--- src/rtl/uart_trig_pkg.sv ---
package uart_trig_pkg;
    localparam int unsigned DATA_BITS  = 8;
    localparam int unsigned OVERSAMPLE = 16;
    localparam int unsigned Q_DEPTH    = 16;
endpackage

--- src/rtl/txq_buffer.sv ---
module txq_buffer #(
    parameter int unsigned DEPTH = uart_trig_pkg::Q_DEPTH,
    parameter int unsigned DW    = uart_trig_pkg::DATA_BITS,
    localparam int unsigned AW    = $clog2(DEPTH),
    localparam int unsigned CNT_W = $clog2(DEPTH + 1)
) (
    input  logic             clk,
    input  logic             rst_n,
    input  logic             single_mode,
    input  logic             wr_en,
    input  logic [DW-1:0]    wr_data,
    input  logic             pop,
    output logic [DW-1:0]    rd_data,
    output logic [CNT_W-1:0] count,
    output logic             ovf
);
    typedef struct packed {
        logic [AW-1:0]    wr_ptr;
        logic [AW-1:0]    rd_ptr;
        logic [CNT_W-1:0] count;
        logic             ovf;
    } q_state_t;

    q_state_t st_d, st_q;
    logic [DW-1:0] mem_q [DEPTH];
    logic [CNT_W-1:0] cap;
    logic push;

    function automatic logic [AW-1:0] ptr_inc(input logic [AW-1:0] p);
        return (p == AW'(DEPTH - 1)) ? '0 : p + 1'b1;
    endfunction

    always_comb begin
        cap  = single_mode ? CNT_W'(1) : CNT_W'(DEPTH);
        push = wr_en && (st_q.count < cap);
        st_d = st_q;
        if (push) st_d.wr_ptr = ptr_inc(st_q.wr_ptr);
        if (pop)  st_d.rd_ptr = ptr_inc(st_q.rd_ptr);
        if (push && !pop)      st_d.count = st_q.count + 1'b1;
        else if (!push && pop) st_d.count = st_q.count - 1'b1;
        if (wr_en && !push) st_d.ovf = 1'b1;
    end

    always_ff @(posedge clk or negedge rst_n) begin
        if (!rst_n) st_q <= '0;
        else        st_q <= st_d;
    end

    always_ff @(posedge clk) begin
        if (push) mem_q[st_q.wr_ptr] <= wr_data;
    end

    assign rd_data = mem_q[st_q.rd_ptr];
    assign count   = st_q.count;
    assign ovf     = st_q.ovf;

    p_push_grows_r10: assert property (@(posedge clk) disable iff (!rst_n)
        (push && !pop) |=> (st_q.count == CNT_W'($past(st_q.count) + 1'b1)));
    p_drop_sets_ovf_r4: assert property (@(posedge clk) disable iff (!rst_n)
        (wr_en && !push) |=> st_q.ovf);
    p_pop_nonempty_r6: assert property (@(posedge clk) disable iff (!rst_n)
        pop |-> (st_q.count != '0));
endmodule

--- src/rtl/tx_shifter.sv ---
module tx_shifter #(
    parameter int unsigned DW = uart_trig_pkg::DATA_BITS,
    parameter int unsigned OS = uart_trig_pkg::OVERSAMPLE,
    localparam int unsigned FRAME = DW + 2,
    localparam int unsigned BW    = $clog2(FRAME),
    localparam int unsigned TW    = $clog2(OS)
) (
    input  logic          clk,
    input  logic          rst_n,
    input  logic          baud_tick,
    input  logic          load,
    input  logic [DW-1:0] load_data,
    output logic          tx_o,
    output logic          active,
    output logic          ready,
    output logic          frame_end
);
    typedef struct packed {
        logic             active;
        logic [TW-1:0]    tick;
        logic [BW-1:0]    bitn;
        logic [FRAME-1:0] shreg;
    } sh_state_t;

    sh_state_t st_d, st_q;

    always_comb begin
        frame_end = st_q.active && baud_tick && (st_q.tick == TW'(OS - 1))
                    && (st_q.bitn == BW'(FRAME - 1));
        ready = !st_q.active || frame_end;
        st_d  = st_q;
        if (st_q.active && baud_tick) begin
            if (st_q.tick == TW'(OS - 1)) begin
                st_d.tick = '0;
                if (st_q.bitn == BW'(FRAME - 1)) begin
                    st_d.active = 1'b0;
                end else begin
                    st_d.bitn  = st_q.bitn + 1'b1;
                    st_d.shreg = {1'b1, st_q.shreg[FRAME-1:1]};
                end
            end else begin
                st_d.tick = st_q.tick + 1'b1;
            end
        end
        if (load) begin
            st_d.active = 1'b1;
            st_d.tick   = '0;
            st_d.bitn   = '0;
            st_d.shreg  = {1'b1, load_data, 1'b0};
        end
    end

    always_ff @(posedge clk or negedge rst_n) begin
        if (!rst_n) st_q <= '{active: 1'b0, tick: '0, bitn: '0, shreg: '1};
        else        st_q <= st_d;
    end

    assign tx_o   = st_q.active ? st_q.shreg[0] : 1'b1;
    assign active = st_q.active;

    p_idle_line_high_r2: assert property (@(posedge clk) disable iff (!rst_n)
        !st_q.active |-> tx_o);
    p_load_only_when_ready_r6: assert property (@(posedge clk) disable iff (!rst_n)
        load |-> ready);
endmodule

--- src/rtl/tx_launch_ctrl.sv ---
module tx_launch_ctrl #(
    parameter int unsigned DEPTH = uart_trig_pkg::Q_DEPTH,
    localparam int unsigned TRW   = $clog2(DEPTH),
    localparam int unsigned CNT_W = $clog2(DEPTH + 1)
) (
    input  logic             clk,
    input  logic             rst_n,
    input  logic             fifo_mode,
    input  logic             itm_stride,
    input  logic [TRW-1:0]   trig_sel,
    input  logic [CNT_W-1:0] count,
    input  logic             ready,
    input  logic             frame_end,
    output logic             load,
    output logic             txe_irq,
    output logic             tend_irq
);
    typedef struct packed {
        logic             sess;
        logic [CNT_W-1:0] grp;
        logic             txe;
        logic             tend;
    } ctl_state_t;

    ctl_state_t st_d, st_q;
    logic [CNT_W-1:0] trig_n;
    logic [CNT_W-1:0] grp_next;
    logic start_ok, stride_hit, drain_hit;

    always_comb begin
        trig_n = (trig_sel == '0) ? CNT_W'(DEPTH) : CNT_W'(trig_sel);
        if (!fifo_mode)      start_ok = (count != '0);
        else if (st_q.sess)  start_ok = (count != '0);
        else                 start_ok = (count >= trig_n);
        load       = ready && start_ok;
        grp_next   = (st_q.sess ? st_q.grp : '0) + 1'b1;
        stride_hit = (grp_next == trig_n);
        drain_hit  = (count == CNT_W'(1));

        st_d      = st_q;
        st_d.txe  = load && (!fifo_mode || (itm_stride ? stride_hit : drain_hit));
        st_d.tend = fifo_mode && frame_end && !load;
        if (load && fifo_mode) begin
            st_d.sess = 1'b1;
            st_d.grp  = stride_hit ? '0 : grp_next;
        end else if (frame_end) begin
            st_d.sess = 1'b0;
            st_d.grp  = '0;
        end
    end

    always_ff @(posedge clk or negedge rst_n) begin
        if (!rst_n) st_q <= '0;
        else        st_q <= st_d;
    end

    assign txe_irq  = st_q.txe;
    assign tend_irq = st_q.tend;

    p_trig_gate_r5: assert property (@(posedge clk) disable iff (!rst_n)
        (load && fifo_mode && !st_q.sess) |-> (count >= trig_n));
    p_txe_follows_load_r3: assert property (@(posedge clk) disable iff (!rst_n)
        st_q.txe |-> $past(load));
endmodule

--- src/rtl/uart_trig_tx.sv ---
module uart_trig_tx #(
    parameter int unsigned DEPTH = uart_trig_pkg::Q_DEPTH,
    parameter int unsigned DW    = uart_trig_pkg::DATA_BITS,
    parameter int unsigned OS    = uart_trig_pkg::OVERSAMPLE,
    localparam int unsigned TRW   = $clog2(DEPTH),
    localparam int unsigned CNT_W = $clog2(DEPTH + 1)
) (
    input  logic             clk,
    input  logic             rst_n,
    input  logic             wr_en,
    input  logic [DW-1:0]    wr_data,
    input  logic             fifo_mode,
    input  logic             itm_stride,
    input  logic [TRW-1:0]   trig_sel,
    input  logic             baud_tick,
    output logic             tx_o,
    output logic             txe_irq,
    output logic             tend_irq,
    output logic             busy,
    output logic [CNT_W-1:0] free_cnt,
    output logic             ovf_flag
);
    logic [CNT_W-1:0] occ;
    logic [DW-1:0]    head;
    logic             load, ready, frame_end;

    txq_buffer #(.DEPTH(DEPTH), .DW(DW)) q_i (
        .clk(clk), .rst_n(rst_n), .single_mode(!fifo_mode),
        .wr_en(wr_en), .wr_data(wr_data), .pop(load),
        .rd_data(head), .count(occ), .ovf(ovf_flag)
    );

    tx_launch_ctrl #(.DEPTH(DEPTH)) ctl_i (
        .clk(clk), .rst_n(rst_n), .fifo_mode(fifo_mode), .itm_stride(itm_stride),
        .trig_sel(trig_sel), .count(occ), .ready(ready), .frame_end(frame_end),
        .load(load), .txe_irq(txe_irq), .tend_irq(tend_irq)
    );

    tx_shifter #(.DW(DW), .OS(OS)) sh_i (
        .clk(clk), .rst_n(rst_n), .baud_tick(baud_tick), .load(load),
        .load_data(head), .tx_o(tx_o), .active(busy), .ready(ready),
        .frame_end(frame_end)
    );

    assign free_cnt = CNT_W'(DEPTH) - occ;

    p_tend_drops_busy_r9: assert property (@(posedge clk) disable iff (!rst_n)
        tend_irq |-> (!busy && $past(busy)));
    p_txe_at_start_bit_r3: assert property (@(posedge clk) disable iff (!rst_n)
        txe_irq |-> (busy && !tx_o));
    p_tend_fifo_only_r9: assert property (@(posedge clk) disable iff (!rst_n)
        tend_irq |-> fifo_mode);
endmodule

--- config.mk ---
export PLATFORM = sky130hd
export DESIGN_NAME = uart_trig_tx
export DESIGN_NICKNAME = d
export VERILOG_FILES = /design/src/rtl/uart_trig_pkg.sv /design/src/rtl/txq_buffer.sv /design/src/rtl/tx_shifter.sv /design/src/rtl/tx_launch_ctrl.sv /design/src/rtl/uart_trig_tx.sv
export SDC_FILE = /design/constraint.sdc
export NUM_CORES = 1
export LEC_CHECK = 0
export ABC_CLOCK_PERIOD_IN_PS = 2400
export BUFFER_PORTS_ARGS = -buffer_cell sky130_fd_sc_hd__buf_2
export CORE_AREA = 2 2 124 126
export CTS_CLUSTER_DIAMETER = 150
export DETAILED_ROUTE_END_ITERATION = 10
export DIE_AREA = 0 0 126 128
export GPL_ROUTABILITY_DRIVEN = 0
export GPL_TIMING_DRIVEN = 1
export PLACE_DENSITY = 0.68
export SYNTH_ARGS = -nofsm -noshare
export SYNTH_HDL_FRONTEND = slang
export SYNTH_SLANG_ARGS = --single-unit
--- constraint.sdc ---
create_clock -name clk -period 2.4 [get_ports clk]
set_input_delay 0.12 -clock clk [delete_from_list [all_inputs] [get_ports clk]]
set_output_delay 0.12 -clock clk [all_outputs]
set_load 0.05 [all_outputs]
==> results of run 1 <==
==> where the power goes <==
| part | internal (µW) | switching (µW) |
|---|---|---|
| combinational | 649 | 999 |
| clock | 1650 | 1140 |
| sequential | 3480 | 230 |
| total | 5780 | 2370 |
==> final timing paths <==
path | start | to | slack, ns | cells after the start
max | q_i.count[1]$_DFFE_PN0P_ | ctl_i.st_q[4]$_DFFE_PN0P_ | 0.16 | 10
min | wr_data[6] | q_i.mem_q[11][6]$_DFFE_PP_ | 0.07 | 1
max reg2reg | q_i.count[1]$_DFFE_PN0P_ | ctl_i.st_q[4]$_DFFE_PN0P_ | 0.16 | 10
min reg2reg | q_i.ovf$_DFFE_PN0P_ | q_i.ovf$_DFFE_PN0P_ | 0.45 | 1
max in group asynchronous | rst_n | q_i.st_q[6]$_DFFE_PN0N_ | 1.39 | 2
min in group asynchronous | rst_n | ctl_i.st_q[4]$_DFFE_PN0P_ | 0.37 | 2
==> metrics by stage <==
stage	util [%]	TNS [ns]
2_1_floorplan	-	0
3_3_place_gp	52.9	0
3_5_place_dp	52.9	-0.345
4_1_cts	57.3	0
5_1_grt	57.4	0
6_report	57.4	0
==> cell families (layout without fill, tap and decap cells) <==
kind of cell	count (synthesis)	after routing	synth area share [%]
fa+ha+maj	20	20	3.44
compound gates	62	62	6.24
simple gates	106	106	7.23
buf+inv	38	115	2.37
xor+xnor	18	18	2.16
mux	44	44	11.9
flops	168	168	66.7
==> Yosys cell counts, drive strengths merged (2+ instances only) <==
library cell and number:
a221o 6, nor3 7, xnor2 11, mux2i 10
xor2 7, nand2b 8, a22o 3, clkbuf 6
edfxtp 128, and2 10, nor2b 3, mux4 34
a32o 2, a21oi 13, buf 16, nand4 4
inv 16, o21ai 9, a311oi 2, dfrtp 31
a211oi 12, a21o 8, nor2 26, dfstp 9
ha 20, nand2 31, nand3 12
==> layer usage <==
metal  vias up  GRT usage (%)  wire [µm]
met5         -              0          0
met4         0           7.24        239
met3        21           4.76        529
met2        96           31.8       7230
met1      2064           24.7       6230
li1       1881              -          -
==> registers in the layout, indices dropped and copies added, names as in the netlist <==
name	count
ctl_i.st_q	6
ctl_i.tend_irq	1
ctl_i.txe_irq	1
q_i.count	5
q_i.mem_q	128
q_i.ovf	1
q_i.st_q	8
sh_i.active	1
sh_i.st_q	17
==> area by class of cell <==
type / instances / area (µm²) / share of cell area (%)
Sequential cell: 168 / 4860 / 56.9
Clock inverter: 12 / 165 / 1.93
Tap cell: 188 / 235 / 2.76
Timing Repair Buffer: 68 / 493 / 5.77
Clock buffer: 19 / 433 / 5.07
Multi-Input combinational cell: 250 / 2290 / 26.9
Inverter: 16 / 60.1 / 0.704
==> repair_timing <==
| action | in CTS | in global routing |
|---|---|---|
| gates resized for setup | 0 | 6 |
| endpoints found under the setup margin | 0 | 20 |
| hold buffers | 5 | 0 |
| hold endpoints to repair | 35 | 0 |
==> worst register-to-register path, cell delays in order, from the launching register on <==
cell	delay [ns]
dfrtp_1	0.35
inv_1	0.08
ha_1	0.23
and2_1	0.18
ha_2	0.20
a21bo_2	0.20
a21oi_1	0.11
a21oi_1	0.07
o21a_1	0.26
a41o_1	0.23
a32o_1	0.22
==> results by group, run 1 <==
Status
  • Run status: finished, final reports clean

GRT
  • Total gr overflow: 0
  • Pin count of the biggest net entering global routing: around 40
  • Global Route Usage Sum: 19.2%
  • First-pass GRT wire length: around 23,000 µm
  • Vias in the first global route: 4,296
  • Initial antenna violation count: 0

Synthesis
  • EDFF count, synth: roughly 130
  • Synthesized area: 7280 µm²
  • Sequential area share after synthesis: 66.7%
  • Ys Warns: 0
  • Mean Syn Cell Area: 16.0 µm²
  • Post-synthesis cell count: 456
  • Synth cell types: 51
  • Synth Flop Type: edfxtp_1
  • Yosys top cell area share: 52.8%
  • Synth area leaders: edfxtp_1 (53%), dfrtp_1 (11%), mux4_2 (11%), ha_1 (3.4%), dfstp_2 (3.2%)
  • Cell taking the most area after synthesis: edfxtp_1
  • Mapped Nets: between 400 and 500
  • Synth Register Bits: 168
  • Post-synth ARST share: 23.8%

Power and ir drop
  • PD cells: approximately 950 nW/µm²
  • Total design power: 8150 µW
  • Max VDD drop: approximately 0.8 mV
  • Lkg Pwr: 0.00309 µW

Die
  • Num rows: 45
  • Die area: approximately 16,000 µm²
  • Die height: ~130 µm
  • Starting Density: 49.0%
  • Core Region: 14,900 µm²
  • # IOs: 28
  • Die W: 126 µm

Flow run
  • Max-Cap Viols: 0

Drt
  • Vias: approximately 4,100
  • Final wirelength: 14,200 µm
  • Via density: between 5 and 6
  • Antenna-violating nets left: 0
  • DR iter-0 viols: 290
  • Drt drc: 0
  • Pre-antenna DRT Iters: 5
  • Routed WL per cell: 19.7 µm

Clocking
  • TritonCTS buffer count: 17
  • CTS max path bufs: 2
  • CTS HTree Levels: 4
  • Postcts setup bufs: 0
  • CTS Root Cell: clkbuf_16
  • Worst-skew pair later-pin latency: roughly 0.43 ns
  • CTS Sinks: 168
  • CTS tree: built
  • Clock transition at path regs: 0.06 ns

Timing
  • Worst Clk Skew: 0.00863 ns
  • Measured slew at the worst slew-check pin: 0.923 ns
  • Final Max Tran Viols: 0
  • Final worst path period need: 2.24 ns
  • Min setup slack post-route: between 0.15 and 0.2 ns
  • Final period util: between 90 and 100%
  • Final setup viols: 0
  • Max_slew headroom: approximately 38%
  • Fmax: approximately 450 MHz
  • RSZ-0062 raised after global routing: false
  • Final hold slack: roughly 0.07 ns
  • Final hold vios: 0

Final layout
  • Layout cells sized above 1: between 20 and 30%
  • Area Growth Syn to Fin: 17.2%
  • Fin area: ~8500 µm²
  • Post-Layout Cell Count: 721
  • Most common cell after layout, fill and taps aside: edfxtp_1
  • FILL cells: 1,138
  • # diodes: 0
  • Fin nets: 559
  • Most frequent cells in the layout: edfxtp_1 (128), mux4_2 (34), buf_4 (33), nand2_1 (30), dfrtp_1 (30)

Setup path
  • Crit. End Element: register
  • Most used cell, CP: a21oi_1
  • Worst setup path category: reg -> reg
  • WP buf/inv: 1
  • Critical Path Slowest Stage Cell: dfrtp_1
  • Slowest Stage Delay on Critical Path: around 0.35 ns
  • Worst EP arrival: about 2.6 ns
  • Critical path's top delay family: compound AO/OA/AOI/OAI gates
  • Critical path cell sequence: inv_1 -> ha_1 -> and2_1 -> ha_2 -> a21bo_2 -> a21oi_1 -> a21oi_1 -> o21a_1 -> a41o_1 -> a32o_1
  • CP startpoint kind: register
  • Max FO, Critical Path: 5
  • Critical Path RT: 2.71 ns

Placement
  • Port bufs: 27
  • Placed Cells: 685
  • DP HPWL: about 9500 µm
  • Pre-CTS setup slack: -0.0626 ns
  • Placement Cell Area: 7870 µm²

Hold path
  • Worst min path class: in -> reg
Note: power is estimated with default switching activity, not from simulation.
==> run 2: changes to the inputs <==
--- a/config.mk
+++ b/config.mk
@@ -7,10 +7,12 @@
 export LEC_CHECK = 0
 export ABC_CLOCK_PERIOD_IN_PS = 2400
 export BUFFER_PORTS_ARGS = -buffer_cell sky130_fd_sc_hd__buf_2
-export CORE_AREA = 2 2 124 126
+export CORE_AREA = 2 2 143 110
+export CTS_BUF_LIST = sky130_fd_sc_hd__clkbuf_2
 export CTS_CLUSTER_DIAMETER = 150
+export CTS_CLUSTER_SIZE = 25
 export DETAILED_ROUTE_END_ITERATION = 10
-export DIE_AREA = 0 0 126 128
+export DIE_AREA = 0 0 145 112
 export GPL_ROUTABILITY_DRIVEN = 0
 export GPL_TIMING_DRIVEN = 1
 export PLACE_DENSITY = 0.68
==> results by group, run 2 (synthesis results as in run 1) <==
Setup path
  • Worst setup path category: reg -> reg
  • CP startpoint kind: register
  • Crit. End Element: register
  • Critical Path RT: 3.05 ns (+0.34 ns)
  • Worst EP arrival: 2.92 ns (+0.37 ns)
  • Max FO, Critical Path: 15 (+10)
  • R2R depth: 5 (-5)
  • Critical R2R Launch: q_i.st_q[6]$_DFFE_PN0N_
  • R2R setup slack: 0.14 ns (-0.02 ns)
  • Reg2reg end: sh_i.st_q[2]$_DFFE_PN1P_

Timing
  • Final setup viols: 0 (unchanged)
  • Worst Clk Skew: 0.0261 ns (+0.0175 ns)
  • Final worst path period need: 2.26 ns (+0.0231 ns)
  • Max_slew headroom: 39.0% (+0.49 points)
  • Measured slew at the worst slew-check pin: 0.916 ns (-0.00732 ns)
  • Min setup slack post-route: 0.136 ns (-0.0231 ns)
  • Final period util: 94.3% (+0.96 points)
  • Fmax: 442 MHz (-1.0%)
  • Final hold vios: 0 (unchanged)
  • RSZ-0062 raised after global routing: false
  • Setup TNS: 0 ns (unchanged)
  • Final Max Tran Viols: 0 (unchanged)

Die
  • Num rows: 39 (-13%)
  • Core Region: 14,900 µm² (+0.13%)
  • Starting Density: 48.9% (-0.062 points)
  • Die height: 112 µm (-13%)
  • Die area: 16,200 µm² (+0.69%)
  • # IOs: 28 (unchanged)
  • Die W: 145 µm (+15%)

Placement
  • Port bufs: 27 (unchanged)
  • DP HPWL: 9770 µm (+3.1%)
  • Placed Cells: 703 (+2.6%)
  • Pre-CTS setup slack: 0.00337 ns (+0.0660 ns)

Final layout
  • Largest regs: q_i.mem_q: 128 flops, sh_i.st_q: 17 flops, q_i.st_q: 8 flops
  • Most frequent cells in the layout: edfxtp_1 (128), buf_4 (36), mux4_2 (34), nand2_1 (30), dfrtp_1 (30)
  • Fin nets: 572 (+2.3%)
  • Most common cell after layout, fill and taps aside: edfxtp_1
  • # diodes: 0 (unchanged)
  • Area Growth Syn to Fin: 13.8%
  • Largest register FFs: 128 (unchanged)
  • Post-Layout Cell Count: 751 (+4.2%)
  • Biggest register: q_i.mem_q
  • Layout cells sized above 1: 27.8% (-1.6 points)

Drt
  • Final wirelength: 14,900 µm (+4.5%)
  • Via density: 5.55 (-1.4%)
  • Vias: 4,171 (+2.7%)
  • DR iter-0 viols: 448 (+54%)
  • Antenna-violating nets left: 0 (unchanged)
  • Routed WL per cell: 19.8 µm (+0.33%)
  • Drt drc: 0 (unchanged)
  • Pre-antenna DRT Iters: 5 (unchanged)

Power and ir drop
  • Max VDD drop: 0.528 mV (-35%)
  • PD cells: 816 nW/µm² (-14%)
  • Lkg Pwr: 0.00297 µW (-3.9%)

GRT
  • Vias in the first global route: 4,206 (-2.1%)
  • Total gr overflow: 0 (unchanged)
  • First-pass GRT wire length: 23,400 µm (+1.2%)
  • Pin count of the biggest net entering global routing: 41 (unchanged)
  • Initial antenna violation count: 0 (unchanged)
  • Global Route Usage Sum: 19.5% (+0.26 points)

Clocking
  • CTS Sinks: 168 (unchanged)
  • CTS max path bufs: 2 (unchanged)
  • Postcts setup bufs: 0 (unchanged)
  • CTS Root Cell: clkbuf_2
  • CTS tree: built
  • CTS HTree Levels: 4 (unchanged)
  • Worst-skew pair later-pin latency: 0.71 ns (+0.28 ns)
  • Clock transition at path regs: 0.23 ns (+0.17 ns)
  • TritonCTS buffer count: 17 (unchanged)

Status
  • Run status: finished, final reports clean

Flow run
  • Max-Cap Viols: 0 (unchanged)

Hold path
  • Worst min path class: in -> async
-- run 2: cell count changes in the layout (fill, tap and decap cells not counted), sizes merged --
cell,delta
buf,+1
bufinv,-1
clkbuf,-2
clkinv,+5
clkinvlp,+3
dlygate4sd3,+12
inv,-5
-- run 2: worst max-delay path: stages (launching register included) --
cell      delay (ns)
dfrtp_2         0.73
buf_4           0.24
mux4_2          0.49
a211oi_1        0.37
a211oi_1        0.10
a221o_1         0.29
-- run 2: where the power goes --
group	internal [µW]	leakage, µW	total [µW]	switching (µW)
sequential	3470	0.00163	3720	247
clock	459	0.000124	1400	936
combinational	663	0.00122	1650	990
total	4590	0.00297	6770	2170
-- run 2: what timing repair did --
action / in CTS / in global routing
endpoints found under the hold margin: 186 / 0
resized for setup: 0 / 6
hold buffers: 17 / 0
setup endpoints to repair: 0 / 16
-- run 2: stage by stage --
| step | hold WS (ns) | power (µW) | utilization, % | instance area (µm²) |
|---|---|---|---|---|
| floorplan | -0.176 | 4910 | - | 7300 |
| global placement | 0.283 | 5320 | 53.0 | 7880 |
| detailed placement | 0.303 | 5390 | 53.0 | 7880 |
| CTS | 0.0191 | 6790 | 55.6 | 8270 |
| global route | 0.0294 | 7120 | 55.7 | 8290 |
| finish | 0.0364 | 6770 | 55.7 | 8290 |
-- run 2: area by class of cell --
type,instances,area (µm²)
fillers,1187,6600
flip-flops and latches,168,4860
multi-input cells,250,2280
repair buffers,81,611
well taps,205,256
clock inverters,14,133
clock buffers,17,85.1
inverters,16,60.1
-- run 2: layer usage --
layer / GRT usage, % / share of wire, % / up-vias
met5: 0 / 0 / -
met4: 4.88 / 1.0 / 0
met3: 4.84 / 5.1 / 16
met2: 30.3 / 48 / 99
met1: 27.9 / 46 / 2142
li1: - / - / 1914
-- run 2: how the worst max path moves through the flow --
stage / start / slack, ns / to / cells after the start
after global placement: trig_sel[1] / 0.07 / sh_i.st_q[5]$_DFFE_PN1P_ / 10
after CTS: q_i.count[0]$_DFFE_PN0P_ / 0.07 / free_cnt[4] / 6
after global routing: q_i.count[1]$_DFFE_PN0P_ / 0.003 / ctl_i.st_q[4]$_DFFE_PN0P_ / 10
final: q_i.st_q[6]$_DFFE_PN0N_ / 0.14 / sh_i.st_q[2]$_DFFE_PN1P_ / 5
after floorplan: q_i.count[0]$_DFFE_PN0P_ / 0.007 / q_i.count[3]$_DFFE_PN0P_ / 13
after detailed placement: trig_sel[1] / 0.003 / sh_i.st_q[2]$_DFFE_PN1P_ / 10
